`config.mk`:
```
export PLATFORM = sky130hd
export DESIGN_NAME = strobe_eye_cal
export DESIGN_NICKNAME = d
export VERILOG_FILES = /design/src/rtl/eyecal_pkg.sv /design/src/rtl/eyecal_dp.sv /design/src/rtl/eyecal_ctrl.sv /design/src/rtl/strobe_eye_cal.sv
export SDC_FILE = /design/constraint.sdc
export NUM_CORES = 1
export LEC_CHECK = 0
export ABC_AREA = 0
export BUFFER_PORTS_ARGS = -buffer_cell sky130_fd_sc_hd__buf_2
export CAP_MARGIN = 25
export CELL_PAD_IN_SITES_DETAIL_PLACEMENT = 1
export CELL_PAD_IN_SITES_GLOBAL_PLACEMENT = 2
export CORE_UTILIZATION = 29
export DETAILED_ROUTE_END_ITERATION = 10
export GPL_TIMING_DRIVEN = 0
export PLACE_DENSITY = 0.84
export SYNTH_ARGS = -nofsm -noshare
export SYNTH_HDL_FRONTEND = slang
export SYNTH_SLANG_ARGS = --single-unit
```
`constraint.sdc`:
```
create_clock -name clk -period 3.5 [get_ports clk]
set_input_delay 0.7 -clock clk [delete_from_list [all_inputs] [get_ports clk]]
set_output_delay 0.7 -clock clk [all_outputs]
set_load 0.01 [all_outputs]
```
`src/rtl/eyecal_pkg.sv`:
```
package eyecal_pkg;

  typedef enum logic [3:0] {
    S_IDLE, S_SETUP, S_ACK, S_START, S_LOCK, S_INIT, S_SETTLE,
    S_WRITE, S_RDREQ, S_RDWAIT, S_EVAL, S_APPLY, S_DONE, S_FAIL
  } calState_t;

  // strobes from control to datapath
  typedef struct packed {
    logic sweepInit;
    logic waitClr;
    logic waitInc;
    logic testClr;
    logic wrAdv;
    logic rdResp;
    logic evalStep;
    logic applyBest;
  } dpCmd_t;

  // conditions from datapath to control
  typedef struct packed {
    logic pollExpired;
    logic settleDone;
    logic lastWord;
    logic lastRead;
    logic rspMatch;
    logic lastPoint;
  } dpStat_t;

  // 16-bit seed of the test word at a given index
  function automatic logic [15:0] patSeed(input logic [5:0] idx);
    logic sel;
    sel = idx[1] ^ idx[3];
    case (idx[5:4])
      2'd0:    patSeed = sel ? 16'hFFFF : 16'h0000;
      2'd1:    patSeed = sel ? 16'h5555 : 16'hAAAA;
      2'd2:    patSeed = sel ? 16'h5A5A : 16'hA5A5;
      default: patSeed = sel ? 16'h55AA : 16'hAA55;
    endcase
  endfunction

endpackage

```
`src/rtl/eyecal_dp.sv`:
```
module eyecal_dp
  import eyecal_pkg::*;
#(
  parameter int SHIFT_W    = 7,
  parameter int SHIFT_LO   = 64,
  parameter int SHIFT_HI   = 95,
  parameter int OUT_OFFSET = 32,
  parameter int DLY_W      = 6,
  parameter int DLY_LO     = 1,
  parameter int DLY_HI     = 63,
  parameter int WORDS      = 64,
  parameter int READS      = 10,
  parameter int DATA_W     = 32,
  parameter int ERR_W      = 8,
  parameter logic [ERR_W-1:0] FAIL_MASK = 8'h3F,
  parameter int POLL_MAX   = 65535,
  parameter int SETTLE_CYC = 20000,
  localparam int WORD_W    = $clog2(WORDS),
  localparam int READ_W    = $clog2(READS)
) (
  input  logic               clk,
  input  logic               rst,
  input  dpCmd_t             cmd,
  output dpStat_t            stat,
  input  logic [ERR_W-1:0]   errStatus,
  input  logic [DATA_W-1:0]  rspData,
  output logic [SHIFT_W-1:0] shiftQ,
  output logic [SHIFT_W-1:0] outShift,
  output logic [DLY_W-1:0]   delayQ,
  output logic [WORD_W-1:0]  wordIdx,
  output logic [DATA_W-1:0]  patWord,
  output logic               noWin
);

  localparam int MAXW  = (POLL_MAX > SETTLE_CYC) ? POLL_MAX : SETTLE_CYC;
  localparam int CNT_W = $clog2(MAXW + 1);
  localparam int SPAN  = DLY_HI - DLY_LO + 1;
  localparam int RUN_W = $clog2(SPAN + 1);
  localparam int REP   = DATA_W / 16;

  logic [CNT_W-1:0]   waitCnt;
  logic [READ_W-1:0]  readIdx;
  logic               mismatch;
  logic [RUN_W-1:0]   runLen, bestLen, runNext;
  logic [DLY_W-1:0]   runStart, bestStart, bestEnd;
  logic [SHIFT_W-1:0] bestShift;
  logic [DLY_W:0]     centreSum;
  logic               pointPass;
  logic               lastDelay;
  logic [5:0]         patIdx;

  assign patIdx    = 6'(wordIdx);
  assign patWord   = {REP{patSeed(patIdx)}};
  assign pointPass = !mismatch && ((errStatus & FAIL_MASK) == '0);
  assign runNext   = runLen + RUN_W'(1);
  assign centreSum = {1'b0, bestStart} + {1'b0, bestEnd};
  assign lastDelay = (delayQ == DLY_W'(DLY_HI));
  assign outShift  = shiftQ + SHIFT_W'(OUT_OFFSET);

  assign stat.pollExpired = (waitCnt == CNT_W'(POLL_MAX - 1));
  assign stat.settleDone  = (waitCnt == CNT_W'(SETTLE_CYC - 1));
  assign stat.lastWord    = (wordIdx == WORD_W'(WORDS - 1));
  assign stat.lastRead    = (readIdx == READ_W'(READS - 1));
  assign stat.rspMatch    = (rspData == patWord);
  assign stat.lastPoint   = lastDelay && (shiftQ == SHIFT_W'(SHIFT_HI));

  // wait counter shared by handshake polling and settling
  always_ff @(posedge clk) begin
    if (rst)              waitCnt <= '0;
    else if (cmd.waitClr) waitCnt <= '0;
    else if (cmd.waitInc) waitCnt <= waitCnt + CNT_W'(1);
  end

  // pattern test indices and mismatch flag
  always_ff @(posedge clk) begin
    if (rst || cmd.testClr) begin
      wordIdx  <= '0;
      readIdx  <= '0;
      mismatch <= 1'b0;
    end else if (cmd.wrAdv) begin
      wordIdx <= stat.lastWord ? '0 : wordIdx + WORD_W'(1);
    end else if (cmd.rdResp) begin
      if (!stat.rspMatch) begin
        mismatch <= 1'b1;
      end else if (stat.lastRead) begin
        readIdx <= '0;
        if (!stat.lastWord) wordIdx <= wordIdx + WORD_W'(1);
      end else begin
        readIdx <= readIdx + READ_W'(1);
      end
    end
  end

  // sweep position, run tracking and best window
  always_ff @(posedge clk) begin
    if (rst) begin
      shiftQ    <= SHIFT_W'(SHIFT_LO);
      delayQ    <= '0;
      runLen    <= '0;
      runStart  <= '0;
      bestLen   <= '0;
      bestShift <= SHIFT_W'(SHIFT_LO);
      bestStart <= '0;
      bestEnd   <= '0;
      noWin     <= 1'b0;
    end else if (cmd.sweepInit) begin
      shiftQ    <= SHIFT_W'(SHIFT_LO);
      delayQ    <= DLY_W'(DLY_LO);
      runLen    <= '0;
      bestLen   <= '0;
      bestShift <= SHIFT_W'(SHIFT_LO);
      bestStart <= '0;
      bestEnd   <= '0;
      noWin     <= 1'b0;
    end else if (cmd.evalStep) begin
      if (pointPass) begin
        runLen <= runNext;
        if (runLen == '0) runStart <= delayQ;
        if (runNext >= bestLen) begin
          bestLen   <= runNext;
          bestShift <= shiftQ;
          bestStart <= (runLen == '0) ? delayQ : runStart;
          bestEnd   <= delayQ;
        end
      end else begin
        runLen <= '0;
      end
      if (lastDelay) begin
        delayQ <= DLY_W'(DLY_LO);
        runLen <= '0;
        if (!stat.lastPoint) shiftQ <= shiftQ + SHIFT_W'(1);
      end else begin
        delayQ <= delayQ + DLY_W'(1);
      end
    end else if (cmd.applyBest) begin
      if (bestLen == '0) begin
        shiftQ <= SHIFT_W'(SHIFT_LO);
        delayQ <= '0;
        noWin  <= 1'b1;
      end else begin
        shiftQ <= bestShift;
        delayQ <= centreSum[DLY_W:1];
      end
    end
  end


  best_monotonic_chk: assert property (@(posedge clk) disable iff (rst)
    !cmd.sweepInit |=> bestLen >= $past(bestLen));


  run_bound_chk: assert property (@(posedge clk) disable iff (rst)
    runLen <= RUN_W'(SPAN));


  fail_clears_run_chk: assert property (@(posedge clk) disable iff (rst)
    cmd.evalStep && mismatch |=> runLen == '0);


  best_order_chk: assert property (@(posedge clk) disable iff (rst)
    bestLen != '0 |-> bestStart <= bestEnd);

endmodule

```
`src/rtl/eyecal_ctrl.sv`:
```
module eyecal_ctrl
  import eyecal_pkg::*;
(
  input  logic    clk,
  input  logic    rst,
  input  logic    calStart,
  input  logic    dllLocked,
  input  logic    initDone,
  input  logic    reqReady,
  input  logic    rspValid,
  input  dpStat_t stat,
  output dpCmd_t  cmd,
  output logic    ctrlStart,
  output logic    errAck,
  output logic    reqValid,
  output logic    reqWrite,
  output logic    calDone,
  output logic    calFail
);

  calState_t state, stateNext;
  logic      finalPhase;
  logic      startNext;

  always_comb begin
    stateNext = state;
    cmd       = '0;
    startNext = ctrlStart;
    case (state)
      S_IDLE, S_DONE, S_FAIL: begin
        if (calStart) begin
          cmd.sweepInit = 1'b1;
          startNext     = 1'b0;
          stateNext     = S_SETUP;
        end
      end
      S_SETUP: stateNext = S_ACK;
      S_ACK:   stateNext = S_START;
      S_START: begin
        startNext   = 1'b1;
        cmd.waitClr = 1'b1;
        stateNext   = S_LOCK;
      end
      S_LOCK: begin
        if (dllLocked) begin
          cmd.waitClr = 1'b1;
          stateNext   = S_INIT;
        end else if (stat.pollExpired) begin
          startNext = 1'b0;
          stateNext = S_FAIL;
        end else begin
          cmd.waitInc = 1'b1;
        end
      end
      S_INIT: begin
        if (initDone) begin
          cmd.waitClr = 1'b1;
          stateNext   = S_SETTLE;
        end else if (stat.pollExpired) begin
          startNext = 1'b0;
          stateNext = S_FAIL;
        end else begin
          cmd.waitInc = 1'b1;
        end
      end
      S_SETTLE: begin
        if (stat.settleDone) begin
          if (finalPhase) begin
            stateNext = S_DONE;
          end else begin
            cmd.testClr = 1'b1;
            stateNext   = S_WRITE;
          end
        end else begin
          cmd.waitInc = 1'b1;
        end
      end
      S_WRITE: begin
        if (reqReady) begin
          cmd.wrAdv = 1'b1;
          if (stat.lastWord) stateNext = S_RDREQ;
        end
      end
      S_RDREQ: if (reqReady) stateNext = S_RDWAIT;
      S_RDWAIT: begin
        if (rspValid) begin
          cmd.rdResp = 1'b1;
          if (!stat.rspMatch || (stat.lastRead && stat.lastWord))
            stateNext = S_EVAL;
          else
            stateNext = S_RDREQ;
        end
      end
      S_EVAL: begin
        cmd.evalStep = 1'b1;
        startNext    = 1'b0;
        stateNext    = stat.lastPoint ? S_APPLY : S_SETUP;
      end
      S_APPLY: begin
        cmd.applyBest = 1'b1;
        stateNext     = S_START;
      end
      default: stateNext = S_IDLE;
    endcase
  end

  always_ff @(posedge clk) begin
    if (rst) begin
      state      <= S_IDLE;
      ctrlStart  <= 1'b0;
      finalPhase <= 1'b0;
    end else begin
      state     <= stateNext;
      ctrlStart <= startNext;
      if (cmd.sweepInit)      finalPhase <= 1'b0;
      else if (cmd.applyBest) finalPhase <= 1'b1;
    end
  end

  assign errAck   = (state == S_ACK);
  assign reqValid = (state == S_WRITE) || (state == S_RDREQ);
  assign reqWrite = (state == S_WRITE);
  assign calDone  = (state == S_DONE);
  assign calFail  = (state == S_FAIL);


  ack_start_low_chk: assert property (@(posedge clk) disable iff (rst)
    errAck |-> !ctrlStart);


  test_needs_start_chk: assert property (@(posedge clk) disable iff (rst)
    reqValid |-> ctrlStart);


  done_fail_excl_chk: assert property (@(posedge clk) disable iff (rst)
    !(calDone && calFail));


  fail_stops_chk: assert property (@(posedge clk) disable iff (rst)
    calFail |-> !ctrlStart);

endmodule

```
`src/rtl/strobe_eye_cal.sv`:
```
module strobe_eye_cal
  import eyecal_pkg::*;
#(
  parameter int SHIFT_W    = 7,
  parameter int SHIFT_LO   = 64,
  parameter int SHIFT_HI   = 95,
  parameter int OUT_OFFSET = 32,
  parameter int DLY_W      = 6,
  parameter int DLY_LO     = 1,
  parameter int DLY_HI     = 63,
  parameter int LANES      = 9,
  parameter int WORDS      = 64,
  parameter int READS      = 10,
  parameter int DATA_W     = 32,
  parameter int ERR_W      = 8,
  parameter logic [ERR_W-1:0] FAIL_MASK = 8'h3F,
  parameter logic [ERR_W-1:0] ACK_MASK  = 8'h3C,
  parameter int POLL_MAX   = 65535,
  parameter int SETTLE_US  = 100,
  parameter int CLK_MHZ    = 200,
  localparam int SETTLE_CYC = SETTLE_US * CLK_MHZ,
  localparam int WORD_W     = $clog2(WORDS)
) (
  input  logic                   clk,
  input  logic                   rst,
  input  logic                   calStart,
  output logic [SHIFT_W-1:0]     cfgWrShift,
  output logic [SHIFT_W-1:0]     cfgOutShift,
  output logic [LANES*DLY_W-1:0] cfgLaneDelay,
  output logic                   ctrlStart,
  output logic                   errAck,
  output logic [ERR_W-1:0]       errAckMask,
  input  logic                   dllLocked,
  input  logic                   initDone,
  input  logic [ERR_W-1:0]       errStatus,
  output logic                   reqValid,
  input  logic                   reqReady,
  output logic                   reqWrite,
  output logic [WORD_W-1:0]      reqAddr,
  output logic [DATA_W-1:0]      reqWdata,
  input  logic                   rspValid,
  input  logic [DATA_W-1:0]      rspData,
  output logic                   calDone,
  output logic                   calFail,
  output logic                   noWindow
);

  dpCmd_t            cmd;
  dpStat_t           stat;
  logic [DLY_W-1:0]  delayQ;
  logic [WORD_W-1:0] wordIdx;
  logic [DATA_W-1:0] patWord;

  eyecal_ctrl i_ctrl (
    .clk       (clk),
    .rst       (rst),
    .calStart  (calStart),
    .dllLocked (dllLocked),
    .initDone  (initDone),
    .reqReady  (reqReady),
    .rspValid  (rspValid),
    .stat      (stat),
    .cmd       (cmd),
    .ctrlStart (ctrlStart),
    .errAck    (errAck),
    .reqValid  (reqValid),
    .reqWrite  (reqWrite),
    .calDone   (calDone),
    .calFail   (calFail)
  );

  eyecal_dp #(
    .SHIFT_W    (SHIFT_W),
    .SHIFT_LO   (SHIFT_LO),
    .SHIFT_HI   (SHIFT_HI),
    .OUT_OFFSET (OUT_OFFSET),
    .DLY_W      (DLY_W),
    .DLY_LO     (DLY_LO),
    .DLY_HI     (DLY_HI),
    .WORDS      (WORDS),
    .READS      (READS),
    .DATA_W     (DATA_W),
    .ERR_W      (ERR_W),
    .FAIL_MASK  (FAIL_MASK),
    .POLL_MAX   (POLL_MAX),
    .SETTLE_CYC (SETTLE_CYC)
  ) i_dp (
    .clk       (clk),
    .rst       (rst),
    .cmd       (cmd),
    .stat      (stat),
    .errStatus (errStatus),
    .rspData   (rspData),
    .shiftQ    (cfgWrShift),
    .outShift  (cfgOutShift),
    .delayQ    (delayQ),
    .wordIdx   (wordIdx),
    .patWord   (patWord),
    .noWin     (noWindow)
  );

  // one shared delay fanned out to every byte lane
  for (genvar l = 0; l < LANES; l++) begin : g_lane
    assign cfgLaneDelay[l*DLY_W +: DLY_W] = delayQ;
  end

  assign errAckMask = ACK_MASK;
  assign reqAddr    = wordIdx;
  assign reqWdata   = patWord;


  req_hold_chk: assert property (@(posedge clk) disable iff (rst)
    reqValid && !reqReady |=> reqValid && $stable(reqAddr) && $stable(reqWrite));


  no_window_chk: assert property (@(posedge clk) disable iff (rst)
    noWindow && calDone |-> cfgLaneDelay == '0 && cfgWrShift == SHIFT_W'(SHIFT_LO));


  done_start_chk: assert property (@(posedge clk) disable iff (rst)
    calDone |-> ctrlStart);

endmodule

```
; After elaboration in Yosys (flattened, before gate mapping)
; Cells that the tools add are included.
[classes]
n_addsub = 8
n_lt_le_gt_ge = 1
eq_ne = 33
muxes = 62
bitwise = 5
reduce_logical = 32
[ops]
columns = cell, count
row1 = $mux 6, 13
row2 = $mux 16, 4
row3 = $mux 4, 12
row4 = $pmux 16 s3, 1
row5 = $pmux 4 s11, 1
row6 = $mux 7, 5
row7 = $eq 32x32->1, 1
row8 = $eq 4x4->1 const B, 7
row9 = $mux 1, 22
row10 = $add 6x1->6 const B, 3
row11 = $reduce_and 3->1, 6
row12 = $add 16x1->16 const B, 1
row13 = $eq 16x15->1 const B, 1
row14 = $eq 16x16->1 const B, 1
row15 = $eq 4x3->1 const B, 4
row16 = $ne 2x2->1 const B, 8
row17 = $eq 6x6->1 const B, 2
row18 = $logic_not 6->1, 2
row19 = $eq 4x2->1 const B, 2
row20 = $logic_not 8->1, 1
row21 = $reduce_and 4->1, 2
row22 = $reduce_bool 2->1, 4
row23 = $add 6x6->7, 1
row24 = $add 7x1->7 const B, 1
row25 = other kinds (23), 36
[totals]
reg_bits = 84
input_bits = 47
out_inout_bits = 121
elab_cells = 158

; Depth between registers and ports, before layout
[depth]
ltp_word = 9
depth_mapped = 11
mapped_depth_nobuf = 10

; By module
; Synthesis repeated with hierarchy kept, for this count alone.
[hier_totals]
cells_unflattened = 724
hier_area_um2 = 5703.0
[by_module_without_submodules]
columns = module, instances, cells_each, area_per_inst_um2
row1 = eyecal_dp, 1, 562, 4570.6
row2 = eyecal_ctrl, 1, 104, 704.4
row3 = strobe_eye_cal, 1, 58, 427.9

; Worst setup path after synthesis
; No wires, ideal clock.
[synth_timing]
kind = flip-flop to flip-flop
startpoint = register i_dp.wordIdx[3]
endpoint = register i_dp.wordIdx[3]
setup_ps = 71
arrival_time_ps = 2931
path_slack_ps = 499
path_stages_with_launch = 11
path_buffers = 1
period_less_slack_ps = 3001
cell_sequence = dfxtp_1 buf_2 xnor2_2 inv_4 xnor2_1 mux2i_1 nand4_2 nor3_4 a31oi_4 or4b_1 a21oi_1
[synth_between]
elab_chain_len = 6
[synth_rtl]
columns = item, line_no
row1 = "start, declared", eyecal_dp.sv:30  ; output logic [WORD_W-1:0] wordIdx,
row2 = "start signal, assigned", eyecal_dp.sv:81  ; wordIdx <= stat.lastWord ? '0 : wordIdx + WORD_W'(1);
row3 = "start signal, assigned", eyecal_dp.sv:87  ; if (!stat.lastWord) wordIdx <= wordIdx + WORD_W'(1);
row4 = $xor 1x1->1 *, eyecal_pkg.sv:33  ; sel = idx[1] ^ idx[3];
row5 = "$mux 16, on equally long branches", --
row6 = $pmux 16 s3 *, eyecal_pkg.sv:34  ; case (idx[5:4])
row7 = via reqWdata[12], strobe_eye_cal.sv:40  ; output logic [DATA_W-1:0] reqWdata,
row8 = $eq 32x32->1 *, eyecal_dp.sv:64  ; assign stat.rspMatch = (rspData == patWord);
row9 = $reduce_bool 2->1 (no source line) *, --
row10 = $reduce_and 4->1 (no source line) *, --
; The timed path passes the listed nets; every way through them passes the cells marked *. The select of a mux whose other input is x is not followed.
; A chain may end at the register's enable or synchronous reset.

; Worst setup path in the final report
[layout_timing]
startpoint = register i_dp.wordIdx[3]
endpoint = register i_dp.wordIdx[5]
[layout_between]
elab_chain_len = 6
[layout_rtl]
columns = item, line_no
row1 = $add 6x1->6 or $xor 1x1->1 (tied branches), "eyecal_dp.sv:81, eyecal_dp.sv:87, eyecal_pkg.sv:33"
row2 = "$mux 6, or another cell as far along", eyecal_dp.sv:87
row3 = $mux 6 or $pmux 16 s3 (tied branches), "eyecal_dp.sv:85, eyecal_pkg.sv:34"
row4 = $mux 6 or $eq 32x32->1 (tied branches), "eyecal_dp.sv:83, eyecal_dp.sv:64"
row5 = $mux 6 or $reduce_bool 2->1 (tied branches), --
row6 = $mux 6 or $reduce_and 4->1 (tied branches), --
; Parallel ways exist; a longest one is shown, timed or not. The select of a mux whose other input is x is not followed.

==> run_results.csv <==
group,metric,value,unit
detailed_routing,first_iter_violations,251,
clock_tree,cts_tree,"done",
logic_synthesis,ys_types,63,
clock_tree,clock_latency,0.35,ns
worst_hold_path,hold_class,"reg -> reg",
logic_synthesis,yosys_most_used_dff,"dfxtp_1",
detailed_routing,avgRoutedWirePerCell,14.9,um
logic_synthesis,ys_seq_area_share,30.1,%
detailed_routing,wl,17200,um
finish,area_growth,26.6,%
timing,finalSetupTns,0,ns
finish,n_fill_cell,2379,
die,start_util,29.7,%
global_route,grt_pass1_wl,28000,um
finish,drive_above_1_share,30.8,%
detailed_routing,drtPass1Iterations,4,
power_and_ir_drop,peakVddDrop,0.237,mV
finish,multiInputGateArea,3070,um^2
worst_setup_path,end_kind,"register",
die,core_area,18800,um^2
timing,rsz0062_at_grt,"false",
logic_synthesis,netlist_instances,717,
logic_synthesis,syn_avg_cell_area,7.80,um^2
clock_tree,clk_path_buf_depth,2,
logic_synthesis,synthArstFlopShare,0,%
detailed_routing,drcViolationCount,0,
power_and_ir_drop,p_comb_share,11.4,%
finish,reg.largest.list,"i_dp.waitCnt x16, i_dp.bestShift x7, i_dp.shiftQ x7",
flow_run,cap_violations,0,
timing,finalCritPeriodShare,91.3,%
timing,drv_slew,0,
clock_tree,ctsHoldBuffers,0,
global_route,overflow,0,
power_and_ir_drop,p_int,0.00181,W
power_and_ir_drop,powerDensity,340,nW/um^2
power_and_ir_drop,swShare,24.9,%
die,die-width,141,um
power_and_ir_drop,leakagePower,3.30,nW
worst_setup_path,path_class,"reg -> reg",
global_route,grt_pass1_vias,5384,
detailed_routing,vias_per_cell,4.77,
detailed_routing,ant_nets,0,
finish,ff_latch_area,1680,um^2
run_status,outcome,"complete, no violations",
global_route,grt_use_total,17.8,%
worst_setup_path,crit_fanout,10,
die,rows,50,
detailed_routing,vias,5509,
timing,maxSlewHeadroom,43.3,%
clock_tree,cts_root_buffer,"clkbuf_16",
clock_tree,htreeDepth,3,
die,die_h,141,um
power_and_ir_drop,power.share.clock,47.7,%
worst_setup_path,start_kind,"register",
placed_design,gp_congestion,0.773,
power_and_ir_drop,pwr-share-seq,40.9,%
global_route,antenna_found_initial,0,
logic_synthesis,ys_warn_count,0,
timing,tightest_slew,0.842,ns
logic_synthesis,ys_ff_latch,84,
clock_tree,cts_sinks,84,
finish,stdcell_area,7080,um^2
placed_design,port_buffers,157,
timing,skew,0.00857,ns
finish,nNetsFinal,957,
worst_setup_path,cp.required,3.74,ns
power_and_ir_drop,total_power,0.00241,W
die,io_pins,168,
finish,diodes,0,
timing,fin_crit,3.20,ns
timing,fmax,313,MHz
global_route,grt_max_degree,17,
clock_tree,post_cts_resized,0,
logic_synthesis,netlist_area,5590,um^2
die,dieArea,19800,um^2
placed_design,post_dp_cell_area,6730,um^2
clock_tree,clk_pin_slew,0.07,ns
worst_setup_path,arrival,3.44,ns
logic_synthesis,synth-edff-count,0,
clock_tree,numCtsBuffers,9,
finish,largest_register_ffs,16,
clock_tree,cts_setup_buffers,0,
power_and_ir_drop,p_switching,0.000600,W
placed_design,post-dp-hpwl,13200,um
timing,setup_violations,0,
finish,regMostFlops,"i_dp.waitCnt",
timing,hold_violations,0,
-- synthesized netlist by cell type (8+ instances only) --
| cell | count | share of area, % |
|---|---|---|
| and3_1 | 10 | 1.1 |
| nand2b_1 | 9 | 1.0 |
| a211oi_1 | 11 | 1.5 |
| mux2i_1 | 18 | 3.2 |
| nand3_1 | 40 | 3.6 |
| xor2_1 | 17 | 2.7 |
| nor2_1 | 81 | 5.4 |
| buf_4 | 86 | 12 |
| a21oi_1 | 54 | 4.8 |
| o21ai_0 | 42 | 3.8 |
| dfxtp_1 | 84 | 30 |
| a22oi_1 | 10 | 1.3 |
| ha_1 | 18 | 4.0 |
| xnor2_1 | 14 | 2.2 |
| clkbuf_1 | 30 | 2.0 |
| nor4_1 | 8 | 0.89 |
| nand2_1 | 42 | 2.8 |
| inv_1 | 24 | 1.6 |
| nor3_1 | 28 | 2.5 |
| nand4_1 | 11 | 1.2 |
-- worst max-delay path: stages, from the launching register on --
cell,delay [ns]
dfxtp_1,0.30
buf_2,0.17
xnor2_2,0.40
inv_4,0.13
xnor2_1,0.41
mux2i_1,0.28
nand4_2,0.18
nor3_4,0.39
a31oi_4,0.19
nor3b_1,0.27
mux2_2,0.36
-- through the flow --
stage / hold slack (ns) / utilization, % / worst slack, ns / std cells
floorplan: 0.426 / - / 0.499 / 723
global placement: 0.453 / 35.7 / 0.279 / 1140
detailed placement: 0.456 / 35.7 / 0.266 / 1140
CTS: 0.475 / 37.6 / 0.243 / 1156
global route: 0.494 / 37.6 / 0.00351 / 1156
finish: 0.480 / 37.6 / 0.304 / 1156
-- cell families (layout without fill, tap and decap cells) --
family | count (synthesis) | in the layout | synth area share [%]
AO/OA/AOI/OAI | 153 | 153 | 17.0
XOR/XNOR | 35 | 35 | 6.29
adder cells (fa/ha/maj) | 19 | 19 | 4.38
buffers and inverters | 144 | 317 | 15.5
flip-flops | 84 | 84 | 30.1
multiplexers | 19 | 19 | 3.42
other | 2 | 8 | 0.134
AND/OR/NAND/NOR | 261 | 261 | 23.2
-- cells in the final DEF, fill, tap and decap left out, types with 5 or more instances in the layout --
master       n
dfxtp_1     84
nor4_1       8
and4_1       6
mux2i_1     18
inv_1       24
a211oi_1    11
a21oi_1     54
conb_1       8
buf_2      159
clkbuf_16    9
o21ai_0     42
ha_1        18
nor2_1      81
a22oi_1     10
buf_4       86
nor3_1      28
a21o_1       6
nand2_1     42
and3_1      10
xor2_1      17
nand4_1     11
nand3_1     40
clkbuf_1    31
xnor2_1     14
nand2b_1     9
nor2b_1      5
or4_1        5
and2_1       6
-- routing by layer --
layer / part of all wire [%] / track usage [%]
met3: 3.0 / 3.16
met1: 46 / 22.1
met4: 1.1 / 4.23
met2: 50 / 31.8
met5: 0 / 0
-- cell type report --
| class | instances | share of cell area (%) |
|---|---|---|
| Timing Repair Buffer | 157 | 11.1 |
| Buffer | 119 | 10.9 |
| Clock inverter | 4 | 1.34 |
| Tap cell | 260 | 4.60 |
| Clock buffer | 12 | 3.62 |
| Inverter | 25 | 1.36 |
| Sequential cell | 84 | 23.8 |
| Multi-Input combinational cell | 495 | 43.3 |
-- path summary, 6_finish.rpt --
kind / start / to / slack [ns] / cells after the start
setup / recovery: i_dp.wordIdx[3]$_SDFFE_PP0P_ / i_dp.wordIdx[5]$_SDFFE_PP0P_ / 0.30 / 10
hold / removal: i_dp.bestShift[4]$_SDFFE_PP0P_ / i_dp.shiftQ[4]$_SDFFE_PP0P_ / 0.48 / 2
setup reg to reg: i_dp.wordIdx[3]$_SDFFE_PP0P_ / i_dp.wordIdx[5]$_SDFFE_PP0P_ / 0.30 / 10
hold reg to reg: i_dp.bestShift[4]$_SDFFE_PP0P_ / i_dp.shiftQ[4]$_SDFFE_PP0P_ / 0.48 / 2
-- power groups by stage --
stage / clock (W) / combinational [W] / sequential (W)
6_report: 0.00115 / 0.000274 / 0.000985
5_1_grt: 0.00121 / 0.000304 / 0.000988
4_1_cts: 0.00117 / 0.000278 / 0.000986
3_5_place_dp: 0 / 0.000277 / 0.00101
3_3_place_gp: 0 / 0.000274 / 0.00101
2_1_floorplan: 0 / 0.000171 / 0.00100
No activity file was read; power rests on OpenSTA's default activity.
